==> src/rtl/nand_width_adapter.sv <==
module nand_width_adapter #(
  parameter int CYC_CLKS = 4
) (
  input  logic        clk,
  input  logic        rst_n,
  input  logic        req,
  input  logic        we,
  input  logic [3:0]  offset,
  input  logic [1:0]  size,
  input  logic [31:0] wdata,
  input  logic        dev16,
  input  logic        is_nand,
  input  logic [15:0] nand_io_in,
  output logic        busy,
  output logic        done,
  output logic [31:0] rdata,
  output logic [15:0] nand_io_out,
  output logic        nand_io_oe,
  output logic        nand_cle,
  output logic        nand_ale,
  output logic        nand_we_n,
  output logic        nand_re_n
);
  localparam int PW = (CYC_CLKS > 2) ? $clog2(CYC_CLKS) : 1;
  localparam logic [PW-1:0] LAST = PW'(CYC_CLKS - 1);
  localparam logic [PW-1:0] SAMP = PW'(CYC_CLKS - 2);

  logic [1:0]    win;
  logic          active, accept;
  logic [1:0]    nb_m1;
  logic          wr, d16_q, narrow;
  logic [1:0]    win_q, beat, last_beat;
  logic [PW-1:0] phase;
  logic [31:0]   wsh;
  wire           unused_off = &{1'b0, offset[1:0]};

  assign win    = offset[3:2];
  assign accept = req && !busy;
  assign active = is_nand && (win == 2'd2 || (we && win != 2'd3));

  always_comb begin
    if (dev16) nb_m1 = (size >= 2'd2) ? 2'd1 : 2'd0;
    else       nb_m1 = (size == 2'd0) ? 2'd0 : (size == 2'd1) ? 2'd1 : 2'd3;
  end

  always_ff @(posedge clk or negedge rst_n) begin
    if (!rst_n) begin
      busy <= 1'b0; done <= 1'b0; rdata <= '0; wr <= 1'b0; d16_q <= 1'b0;
      narrow <= 1'b0; win_q <= '0; beat <= '0; last_beat <= '0;
      phase <= '0; wsh <= '0;
    end else begin
      done <= 1'b0;
      if (accept) begin
        rdata     <= '0;
        wr        <= we;
        d16_q     <= dev16;
        narrow    <= dev16 && (size == 2'd0);
        win_q     <= win;
        phase     <= '0;
        beat      <= '0;
        last_beat <= nb_m1;
        wsh       <= wdata;
        if (active) busy <= 1'b1;
        else        done <= 1'b1;
      end else if (busy) begin
        if (!wr && phase == SAMP) begin
          if (d16_q)
            rdata[{beat[0], 4'b0} +: 16] <= narrow ? {8'h00, nand_io_in[7:0]} : nand_io_in;
          else
            rdata[{beat, 3'b0} +: 8] <= nand_io_in[7:0];
        end
        if (phase == LAST) begin
          phase <= '0;
          if (beat == last_beat) begin
            busy <= 1'b0;
            done <= 1'b1;
          end else begin
            beat <= beat + 2'd1;
            wsh  <= d16_q ? {16'h0, wsh[31:16]} : {8'h0, wsh[31:8]};
          end
        end else begin
          phase <= phase + 1'b1;
        end
      end
    end
  end

  assign nand_io_oe  = busy && wr;
  assign nand_io_out = !nand_io_oe ? 16'h0 : (d16_q ? wsh[15:0] : {8'h00, wsh[7:0]});
  assign nand_we_n   = !(busy && wr && phase != LAST);
  assign nand_re_n   = !(busy && !wr && phase != LAST);
  assign nand_cle    = busy && wr && (win_q == 2'd0);
  assign nand_ale    = busy && wr && (win_q == 2'd1);
endmodule

==> config.mk <==
export PLATFORM = sky130hd
export DESIGN_NAME = nand_width_adapter
export DESIGN_NICKNAME = d
export VERILOG_FILES = /design/src/rtl/nand_width_adapter.sv
export SDC_FILE = /design/constraint.sdc
export NUM_CORES = 1
export LEC_CHECK = 0
export ABC_CLOCK_PERIOD_IN_PS = 2700
export BUFFER_PORTS_ARGS = -buffer_cell sky130_fd_sc_hd__buf_2
export CORE_AREA = 4 4 118 120
export CTS_BUF_LIST = sky130_fd_sc_hd__clkbuf_8
export DETAILED_ROUTE_END_ITERATION = 8
export DIE_AREA = 0 0 122 124
export GPL_ROUTABILITY_DRIVEN = 0
export PLACE_DENSITY = 0.59
export SETUP_SLACK_MARGIN = 0.1
export SYNTH_ARGS = -nofsm -noshare
export SYNTH_HDL_FRONTEND = slang
export SYNTH_SLANG_ARGS = --single-unit
==> constraint.sdc <==
create_clock -name clk -period 2.7 [get_ports clk]
set_input_delay 0.27 -clock clk [delete_from_list [all_inputs] [get_ports clk]]
set_output_delay 0.27 -clock clk [all_outputs]
set_load 0.1 [all_outputs]
# Word level (Yosys, flattened, before mapping)
# Cells that the tools add are included.
# word_totals
ff_bits	77
latchBits	0
ramBits	0
romBits	0
in_bits	60
output_inout_bits	55
word_cells	88
memories	0
# op_classes
n_addsub	4
mul	0
div	0
magnitude_cmp	1
eq_ne	10
shift	4
n_mux	35
n_bitwise	0
n_reduce_logical	23
# op_table
op	n
32-bit two-way mux	8
32-bit bitwise mux	2
16-bit two-way mux	3
16-bit by 7-bit variable shift with 32-bit output, first input constant	1
8-bit by 7-bit variable shift with 32-bit output, first input constant	1
16-bit by 7-bit variable part select with 32-bit output	1
8-bit by 7-bit variable part select with 32-bit output	1
24-bit two-way mux	1
2-bit two-way mux	10
5-bit negator with 7-bit output	2
1-bit logical AND	11
1-bit two-way mux	11
2-bit inequality test, second input constant	4
2-bit == test, second input constant	3
2-bit nonzero test	3
2-bit by 1-bit adder with 2-bit output, second input constant	2
2-bit by 1-bit == test with 1-bit output, second input constant	2
1-bit zero test	4
2-bit zero test	2
3-bit AND reduction	1
2-bit == test	1
2-bit >= comparator, second input constant	1
2-bit AND reduction	1
1-bit logical OR	1

# Longest topological paths before layout
# depth
ltp_word	7
depth_mapped	8
mapped_depth_nobuf	6

# Least setup slack after synthesis
# No wires, ideal clock.
# synth_timing
kind	register -> output
start	reg busy
end	out nand_ale
t_arrival_ns	3.485
required_time_ns	2.430
path_slack_ns	-1.055
stages_incl_launch_ff	3
n_path_buf	0
cell_sequence	dfrtp_1 -> nand2_1 -> nor3b_1
# synth_via
elab_chain_cells	2
# synth_lines
item	line	source
start: declaration	14	output logic busy,
start signal: assignment	48	busy <= 1'b0; done <= 1'b0; rdata <= '0; wr <= 1'b0; d16_q <= 1'b0;
start signal: assignment	63	if (active) busy <= 1'b1;
start signal: assignment	75	busy <= 1'b0;
1-bit logical AND (2 in a row)	93	assign nand_ale = busy && wr && (win_q == 2'd1);
end: declaration	20	output logic nand_ale,
# No other way between the ends.

# Worst setup path in the final report
# layout_timing
start	reg d16_q
end	out nand_io_out[8]
# layout_via
elab_chain_cells	2
# layout_lines
item	line	source
start: declaration	31	logic wr, d16_q, narrow;
start signal: assignment	56	d16_q <= dev16;
16-bit two-way mux (2 in a row)	89	assign nand_io_out = !nand_io_oe ? 16'h0 : (d16_q ? wsh[15:0] : {8'h00, wsh[7:0]});
end: declaration	17	output logic [15:0] nand_io_out,
# No other way between the ends.

==> impl_metrics.yaml <==
logic_synthesis:
  synthMuxAreaShare_pct: 6.83
  synthTopCellsByCount: "77 x dfrtp_1, 54 x nand2_1, 30 x nor2_1, 24 x a221o_1, 24 x and3_1"
  async_flop_share_pct: 100
  syn_nets: 435
  synth_edf_count: 0
  synth_xor_area_share_pct: 0.460
  ys_warn_count: 0
  yosysTopAreaCell: "dfrtp_1"
  syn_inst: 368
  ys_seq_area_share_pct: 50.6
  synth-compound-area-share_pct: 18.7
  synth-simple-area-share_pct: 17.7
  ys_types: 46
  ys_top_cells_by_area: "dfrtp_1 51%, a221o_1 6.3%, nand2_1 5.3%"
  syn_area_mm2: 0.00381
  synthAdderAreaFrac_pct: 2.30
  syn_avg_cell_area_um2: 10.4
  ys.flop_type: "dfrtp_1"
  synth_top_area_share_pct: 50.6
  synth_top_family_by_area: "compound AO/OA/AOI/OAI gates"
  yosysMostFrequentCell: "dfrtp_1"
  ys_seq_elements: 77
critical_path:
  rr_worst_depth: 6
  r2r_slack_ns: 0.50
  start_kind: "register"
  cp.arrival_ns: 1.95
  startpoint: "d16_q$_DFFE_PN0P_"
  worst-path-stages: 3
  crit_required_ns: 2.43
  worstReg2RegStart: "beat[1]$_DFFE_PN0P_"
  end_kind: "output port"
  rr_endpoint: "rdata[30]$_DFFE_PN0P_"
  cpMaxStageDelayCell: "dfrtp_1"
  worstSetupEndpoint: "nand_io_out[8]"
  cp_cell_sequence: "buf_4 -> and3_2 -> buf_2"
  worstSetupPathType: "register to output port"
  critical_path.max_stage_delay_ns: 0.52
  crit_family: "buffers and inverters"
  crit_fanout: 26
  path_buf_inv: 2
placed_design:
  dp_hpwl_um: 7750
  port_buffers: 112
  place_ws_ns: 0.515
  place_area_mm2: 0.00457
floorplan:
  num_rows: 42
  die_h_um: 124
  start_util_pct: 29.4
  die_w_um: 122
  io_pins: 115
  core_area_mm2: 0.0130
  die-area_mm2: 0.0151
timing:
  timing.final.crit_share_pct: 82.2
  finalCriticalPeriod_ns: 2.22
  setup_viol: 0
  worst_pin_slew_ns: 1.03
  finClkSkew_ns: 0.00977
  fmax_mhz: 450
  maxSlewViolCount: 0
  timing.final.ws_setup_ns: 0.480
  rsz0062_at_grt: "no"
  tns_ns: 0
  slew_headroom_pct: 30.7
  hold_viol_final: 0
global_route:
  grt_max_degree: 78
  grt_usage_pct: 13.6
  antenna_found_initial: 0
  first_global_vias: 3119
  grt-ovfl-total: 0
  grt_first_pass_wirelength_um: 16200
detailed_routing:
  postRouteAntennaNets: 0
  vias: 3238
  drt_wl_total_um: 10500
  dr.pass1.iters: 5
  vias_per_cell: 4.93
  drt_iter0_markers: 202
  routedWlPerCell_um: 15.9
  drc_errors: 0
layout:
  area_growth_syn_to_layout_pct: 25.8
  n_fill_cell: 1336
  drive_gt1_share_pct: 32.8
  nets: 543
  final_area_mm2: 0.00479
  finalCoreUtilization_pct: 36.9
  n_antenna_cell: 0
clock_network:
  cts_tree: "done"
  clkTransAtPathRegs_ns: 0.08
  postCtsSetupBuffers: 0
  clockBufferDepth: 2
  cts_buffers: 9
  h-tree-depth: 3
  clock-sinks: 77
  ctsHoldBuffers: 0
  insertion_delay_ns: 0.34
  cts_resized: 0
  cts-root-buf: "clkbuf_8"
hold_path:
  min_path_type: "input port to asynchronous set/reset pin"
status:
  status: "finished clean"
flow_run:
  maxCapViolations: 0
==> placed cells by master (no fill, tap or decap), types with 8 or more instances in the layout <==
cell	n
a21oi_1	12
a221o_1	24
a22o_1	16
a22oi_1	8
and3_1	16
and3_2	8
buf_2	111
clkbuf_8	11
dfrtp_1	76
mux2_1	8
mux2i_1	17
nand2_1	54
nor2_1	30
nor2b_1	9
o21ai_1	22
==> sequential cells by signal (all words and copies together), names as in the netlist, 2 cells and up <==
signal,flops
rdata,32
wsh,32
beat,2
last_beat,2
phase,2
win_q,2
==> through the flow <==
step	cells	hold slack (ns)
floorplan	368	-0.0256
global placement	641	0.466
detailed placement	641	0.474
CTS	657	0.101
global route	657	0.106
finish	657	0.0491
==> logic make-up after synthesis <==
kind of cell / after synthesis
AOI/OAI and AO/OA: 93
xor gates and xnor gates: 2
adders and majority gates: 7
buffers and inverters: 29
DFF: 77
muxes: 25
and+or+nand+nor: 135
==> cell type report <==
| cell class | instances | area [µm²] | share of cell area (%) |
|---|---|---|---|
| multi-input cells | 262 | 1780 | 37.1 |
| flip-flops and latches | 77 | 1930 | 40.2 |
| repair buffers | 118 | 608 | 12.7 |
| clock inverters | 5 | 73.8 | 1.54 |
| inverters | 8 | 31.3 | 0.653 |
| well taps | 176 | 220 | 4.60 |
| clock buffers | 11 | 151 | 3.16 |
==> worst register-to-register path, stage by stage, from the launching register on <==
cell	delay (ns)
dfrtp_1	0.42
inv_1	0.13
ha_1	0.33
or4b_1	0.59
nor3_4	0.31
a22oi_1	0.16
a21oi_1	0.19
==> worst min-delay path by stage <==
stage	start	to	slack, ns	depth (start not counted)
2_1_floorplan	rst_n	beat[0]$_DFFE_PN0P_	-0.03	0
3_3_place_gp	rdata[0]$_DFFE_PN0P_	rdata[0]$_DFFE_PN0P_	0.47	2
3_5_place_dp	rdata[5]$_DFFE_PN0P_	rdata[5]$_DFFE_PN0P_	0.47	2
4_1_cts	size[0]	narrow$_DFFE_PN0P_	0.10	2
5_1_grt	size[0]	narrow$_DFFE_PN0P_	0.11	2
6_report	rst_n	rdata[2]$_DFFE_PN0P_	0.05	1
==> routing by layer <==
| metal | vias to the layer above | track usage [%] | share of wire (%) |
|---|---|---|---|
| met2 | 94 | 21.2 | 47 |
| met5 | - | 0 | 0 |
| li1 | 1550 | - | - |
| met1 | 1583 | 18.7 | 46 |
| met4 | 0 | 5.11 | 1.5 |
| met3 | 11 | 2.95 | 5.4 |
Power is not shown: default switching activity piles up to over one toggle a cycle in this logic, so the estimate is an artifact.
